[src/rtl/nand_page_ecc.sv]
module nand_page_ecc (
  input  logic        clk,
  input  logic        rst_n,
  input  logic        page_start,
  input  logic        wide16,
  input  logic [1:0]  page_sel,
  input  logic        dv,
  input  logic [15:0] din,
  input  logic [31:0] ecc_stored,
  output logic [31:0] ecc_out,
  output logic        done,
  output logic        st_clean,
  output logic        st_fixable,
  output logic        st_eccbit,
  output logic        st_multi,
  output logic [11:0] err_word,
  output logic [3:0]  err_bit
);
  localparam int LPAIRS = 13;

  logic [11:0] wcnt;
  logic [31:0] acc, upd, syn, use_m;
  logic [3:0]  nbits;
  logic [11:0] last_w;
  logic [7:0]  lo, hi;
  logic [12:0] bidx, hidx, loc;
  logic        pairs_ok, fixable_raw;

  assign nbits  = 4'd9 + {2'b00, page_sel} + {3'b000, wide16};
  assign last_w = 12'((13'd512 << page_sel) - 13'd1);
  assign lo     = din[7:0];
  assign hi     = wide16 ? din[15:8] : 8'h00;
  assign bidx   = wide16 ? {wcnt, 1'b0} : {1'b0, wcnt};
  assign hidx   = bidx | 13'd1;

  always_comb begin
    upd = '0;
    for (int k = 0; k < 3; k++)
      for (int q = 0; q < 8; q++)
        upd[2*k + ((q >> k) & 1)] ^= lo[q] ^ hi[q];
    for (int j = 0; j < LPAIRS; j++)
      if (j < int'(nbits)) begin
        upd[6 + 2*j + int'(bidx[j])] ^= ^lo;
        upd[6 + 2*j + int'(hidx[j])] ^= ^hi;
      end
  end

  always_ff @(posedge clk or negedge rst_n)
    if (!rst_n) begin
      acc  <= '0;
      wcnt <= '0;
      done <= 1'b0;
    end else if (page_start) begin
      acc  <= '0;
      wcnt <= '0;
      done <= 1'b0;
    end else if (dv && !done) begin
      acc  <= acc ^ upd;
      wcnt <= wcnt + 12'd1;
      if (wcnt == last_w) done <= 1'b1;
    end

  assign ecc_out = acc;
  assign syn     = ecc_stored ^ acc;

  always_comb begin
    use_m    = 32'h0000_003F;
    pairs_ok = (syn[0] ^ syn[1]) & (syn[2] ^ syn[3]) & (syn[4] ^ syn[5]);
    loc      = '0;
    for (int j = 0; j < LPAIRS; j++)
      if (j < int'(nbits)) begin
        use_m[6 + 2*j]     = 1'b1;
        use_m[7 + 2*j]     = 1'b1;
        pairs_ok           = pairs_ok & (syn[6 + 2*j] ^ syn[7 + 2*j]);
        loc[j]             = syn[7 + 2*j];
      end
  end

  assign fixable_raw = pairs_ok && ((syn & ~use_m) == '0);
  assign st_clean    = done && (syn == '0);
  assign st_eccbit   = done && ($countones(syn) == 1);
  assign st_fixable  = done && fixable_raw;
  assign st_multi    = done && !st_clean && !st_eccbit && !st_fixable;
  assign err_word    = !st_fixable ? '0 : (wide16 ? loc[12:1] : loc[11:0]);
  assign err_bit     = !st_fixable ? '0 :
                       (wide16 ? {loc[0], syn[5], syn[3], syn[1]} : {1'b0, syn[5], syn[3], syn[1]});


  clear_chk: assert property (@(posedge clk) disable iff (!rst_n)
    page_start |=> (!done && ecc_out == '0));

  done_hold_chk: assert property (@(posedge clk) disable iff (!rst_n)
    (done && !page_start) |=> done);

  ecc_frozen_chk: assert property (@(posedge clk) disable iff (!rst_n)
    (done && !page_start) |=> $stable(ecc_out));

  unused_zero_chk: assert property (@(posedge clk) disable iff (!rst_n)
    !page_start |-> ((ecc_out & ~use_m) == '0));

  status_one_chk: assert property (@(posedge clk) disable iff (!rst_n)
    done |-> ($countones({st_clean, st_fixable, st_eccbit, st_multi}) == 1));

  status_idle_chk: assert property (@(posedge clk) disable iff (!rst_n)
    !done |-> ({st_clean, st_fixable, st_eccbit, st_multi} == 4'b0000));
endmodule

[config.mk]
export PLATFORM = sky130hd
export DESIGN_NAME = nand_page_ecc
export DESIGN_NICKNAME = d
export VERILOG_FILES = /design/src/rtl/nand_page_ecc.sv
export SDC_FILE = /design/constraint.sdc
export NUM_CORES = 1
export LEC_CHECK = 0
export BUFFER_PORTS_ARGS = -buffer_cell sky130_fd_sc_hd__buf_2
export CORE_MARGIN = 4
export CORE_UTILIZATION = 50
export CTS_CLUSTER_SIZE = 25
export DETAILED_ROUTE_END_ITERATION = 7
export PLACE_DENSITY = 0.78
export SYNTH_ARGS = -nofsm -noshare
export SYNTH_HDL_FRONTEND = slang
export SYNTH_SLANG_ARGS = --single-unit
[constraint.sdc]
create_clock -name clk -period 6.08 [get_ports clk]
set_clock_uncertainty 0.1 [all_clocks]
set_input_delay 0.608 -clock clk [delete_from_list [all_inputs] [get_ports clk]]
set_output_delay 0.608 -clock clk [all_outputs]
set_load 0.03 [all_outputs]
==> metrics.yaml <==
status: "complete, but fails checks"
violations: "negative setup slack"
cp_num_buf_inv: 6
slowest_stage: "fa_1"
r2r_start: "done"
fin_crit_ns: 6.41
drt_pre_antenna_iters: 5
netlist_instances: 502
async_flop_share_pct: 100
cts_hold_buf: 0
wl_per_cell_um: 17.0
area_delta_synth_final_pct: 26.6
grt_max_degree: 54
clock-sinks: 45
reg2reg_depth: 7
antenna_found_initial: 0
worst_slew_pin_slew_ns: 1.01
die_area_mm2: 0.0104
finalHoldViolCount: 0
synth_top_cell_area_share_pct: 25.5
peakVddDrop_uv: 529
ys_seq_area_share_pct: 25.5
crit_chain: "xnor2_4 -> fa_1 -> fa_1 -> inv_1 -> fa_1 -> inv_2 -> fa_1 -> inv_1 -> fa_1 -> inv_1 -> fa_1 -> inv_1 -> ha_2 -> fa_1 -> or4_4 -> nor4_4 -> nor4b_4 -> buf_6"
post-route-period-util_pct: 105
core-area_mm2: 0.00838
cts_tree: "done"
layout_common_cells: "buf_2 (105), inv_1 (44), nor2_1 (44), xnor2_1 (42), buf_4 (40)"
fin_nets: 738
initial_core_util_pct: 52.6
cp_max_fo: 2
drv_slew: 0
htree_levels: 2
reg2reg_slack_ns: 3.53
drive_above_1_share_pct: 29.7
grt_overflow: 0
synth_ff_type: "dfrtp_1"
startpoint_type: "flip-flop"
synth-seq-cells: 45
yosys_warnings: 0
portBuffers: 107
utilization_pct: 66.6
vias: 4080
synth-edff-count: 0
rsz0062_at_grt: "yes"
critPathKind: "flip-flop to output pin"
grt_pass1_wl_um: 19800
dpl_worst_slack_ns: -0.292
worstSetupEndpointType: "output pin"
hpwl_um: 10300
crit_top_cell: "fa_1"
syn_nets: 609
setup_viol: 2
r2r-end: "ecc_out[30]"
grt_pass1_vias: 4038
finalWorstSetupSlack_ns: -0.328
globalplace.congestion: 0.870
track_usage_pct: 24.6
ys_types: 49
drt_iter0_drc: 265
final_common_cell: "buf_2"
power_uw: 2840
clockBufferDepth: 2
fmax_mhz: 156
vias_per_cell: 5.54
critPathArrivalTime_ns: 5.70
syn-cell-area_mm2: 0.00441
rows: 33
slew-limit-headroom_pct: 32.5
leakage_uw: 0.00275
path_delay_family: "adder cells"
die_y_um: 102
fp.dieW_um: 102
drcViolationCount: 0
hold_class: "primary input to async pin"
ios: 108
synth.top_cells.by_area: "dfrtp_1 (26%), fa_1 (11%), xnor2_1 (10%), ha_1 (7.9%), xor2_1 (4.6%)"
pwr_density_cell_mw_per_mm2: 509
slowest_delay_ns: 0.52
cts_buffers: 5
clk_latency_ns: 0.30
clkSlewWorstSetupHoldPaths_ns: 0.09
crit_required_ns: 5.37
antenna_cells: 0
yosys.area.top_type: "dfrtp_1"
max_cap_violations: 0
cts_root_buffer: "clkbuf_8"
hold-worst-slack_ns: 0.279
antenna_left: 0
totalWireLength_um: 12600
synth.avg_cell_area_um2: 8.78
-- worst reg2reg max path, delay by kind of cell (launching register included) --
| family | cells | cell delay (ns) |
|---|---|---|
| compound gates | 2 | 0.43 |
| simple gates | 3 | 1.03 |
| buf+inv | 2 | 0.49 |
| flops | 1 | 0.42 |
-- timing repair --
| item | in CTS | in global routing |
|---|---|---|
| buffers inserted | 3 | 4 |
| pin swaps | 2 | 7 |
| setup endpoints to repair | 2 | 2 |
| endpoints found under the hold margin | 0 | 0 |
| resized for setup | 4 | 4 |
-- synth_stat cells (all sizes together) (2+ instances only) --
cell	count
nand4	12
or3b	2
or3	11
a21oi	31
ha	28
buf	11
nor2b	6
o211ai	2
clkbuf	13
and3	8
xor2	24
o21ai	15
nor4	9
dfrtp	45
or4	12
a211oi	2
o31ai	9
and2	2
a21o	2
inv	46
fa	24
nor2	44
nor4b	2
nand3	10
mux2i	10
o21a	2
mux2	4
nor3	7
nand2	33
o21bai	5
xnor2	55
nand2b	6
-- area by class of cell --
class | instances | area (um2)
clock buffers | 5 | 68.8
fillers | 695 | 2800
inverters | 47 | 176
multi-input cells | 386 | 3190
flip-flops and latches | 45 | 1130
clock inverters | 3 | 46.3
well taps | 105 | 131
repair buffers | 146 | 837
-- routing by layer --
metal	vias up	routed length, um	GRT usage [%]
met5	-	0	0
met1	1960	5070	31.3
li1	1955	-	-
met3	29	703	3.48
met2	136	6370	42.8
met4	0	412	8.78
-- sequential cells by signal, summed over array words and instances (netlist names) --
name	flops
ecc_out	32
wcnt	12
done	1
-- how the worst max path moves through the flow --
| stage | start | to | slack [ns] | cells after the start |
|---|---|---|---|---|
| after floorplan | ecc_stored[25] | st_multi | -0.12 | 17 |
| after global placement | ecc_stored[27] | st_multi | -0.22 | 19 |
| after detailed placement | ecc_stored[27] | st_multi | -0.29 | 19 |
| after CTS | ecc_out[27] | st_multi | -0.32 | 18 |
| after global routing | ecc_out[21] | st_multi | -0.50 | 18 |
| final | ecc_out[21] | st_multi | -0.33 | 18 |
-- cells by family after synthesis --
logic type | count (synthesis) | share of synthesized area [%]
flip-flops | 45 | 25.5
AO/OA/AOI/OAI | 74 | 10.0
multiplexers | 14 | 3.29
buffers and inverters | 71 | 6.38
XOR/XNOR | 79 | 16.4
adder cells (fa/ha/maj) | 52 | 18.8
AND/OR/NAND/NOR | 167 | 19.6
-- metrics by stage --
stage	instance area, um2	TNS (ns)	instances
after floorplan	4590	-0.115	502
after global placement	5390	-0.425	722
after detailed placement	5390	-0.561	722
after CTS	5540	-0.594	733
after global routing	5580	-0.980	737
final	5580	-0.638	737
-- report_power, final --
part | leakage (uW) | switching, uW | total [uW] | internal (uW)
combinational | 0.00209 | 1210 | 2230 | 1020
clock | 0.0000543 | 105 | 228 | 123
sequential | 0.000605 | 48.7 | 380 | 332
total | 0.00275 | 1370 | 2840 | 1470
Power figures use the tool's default switching activity.
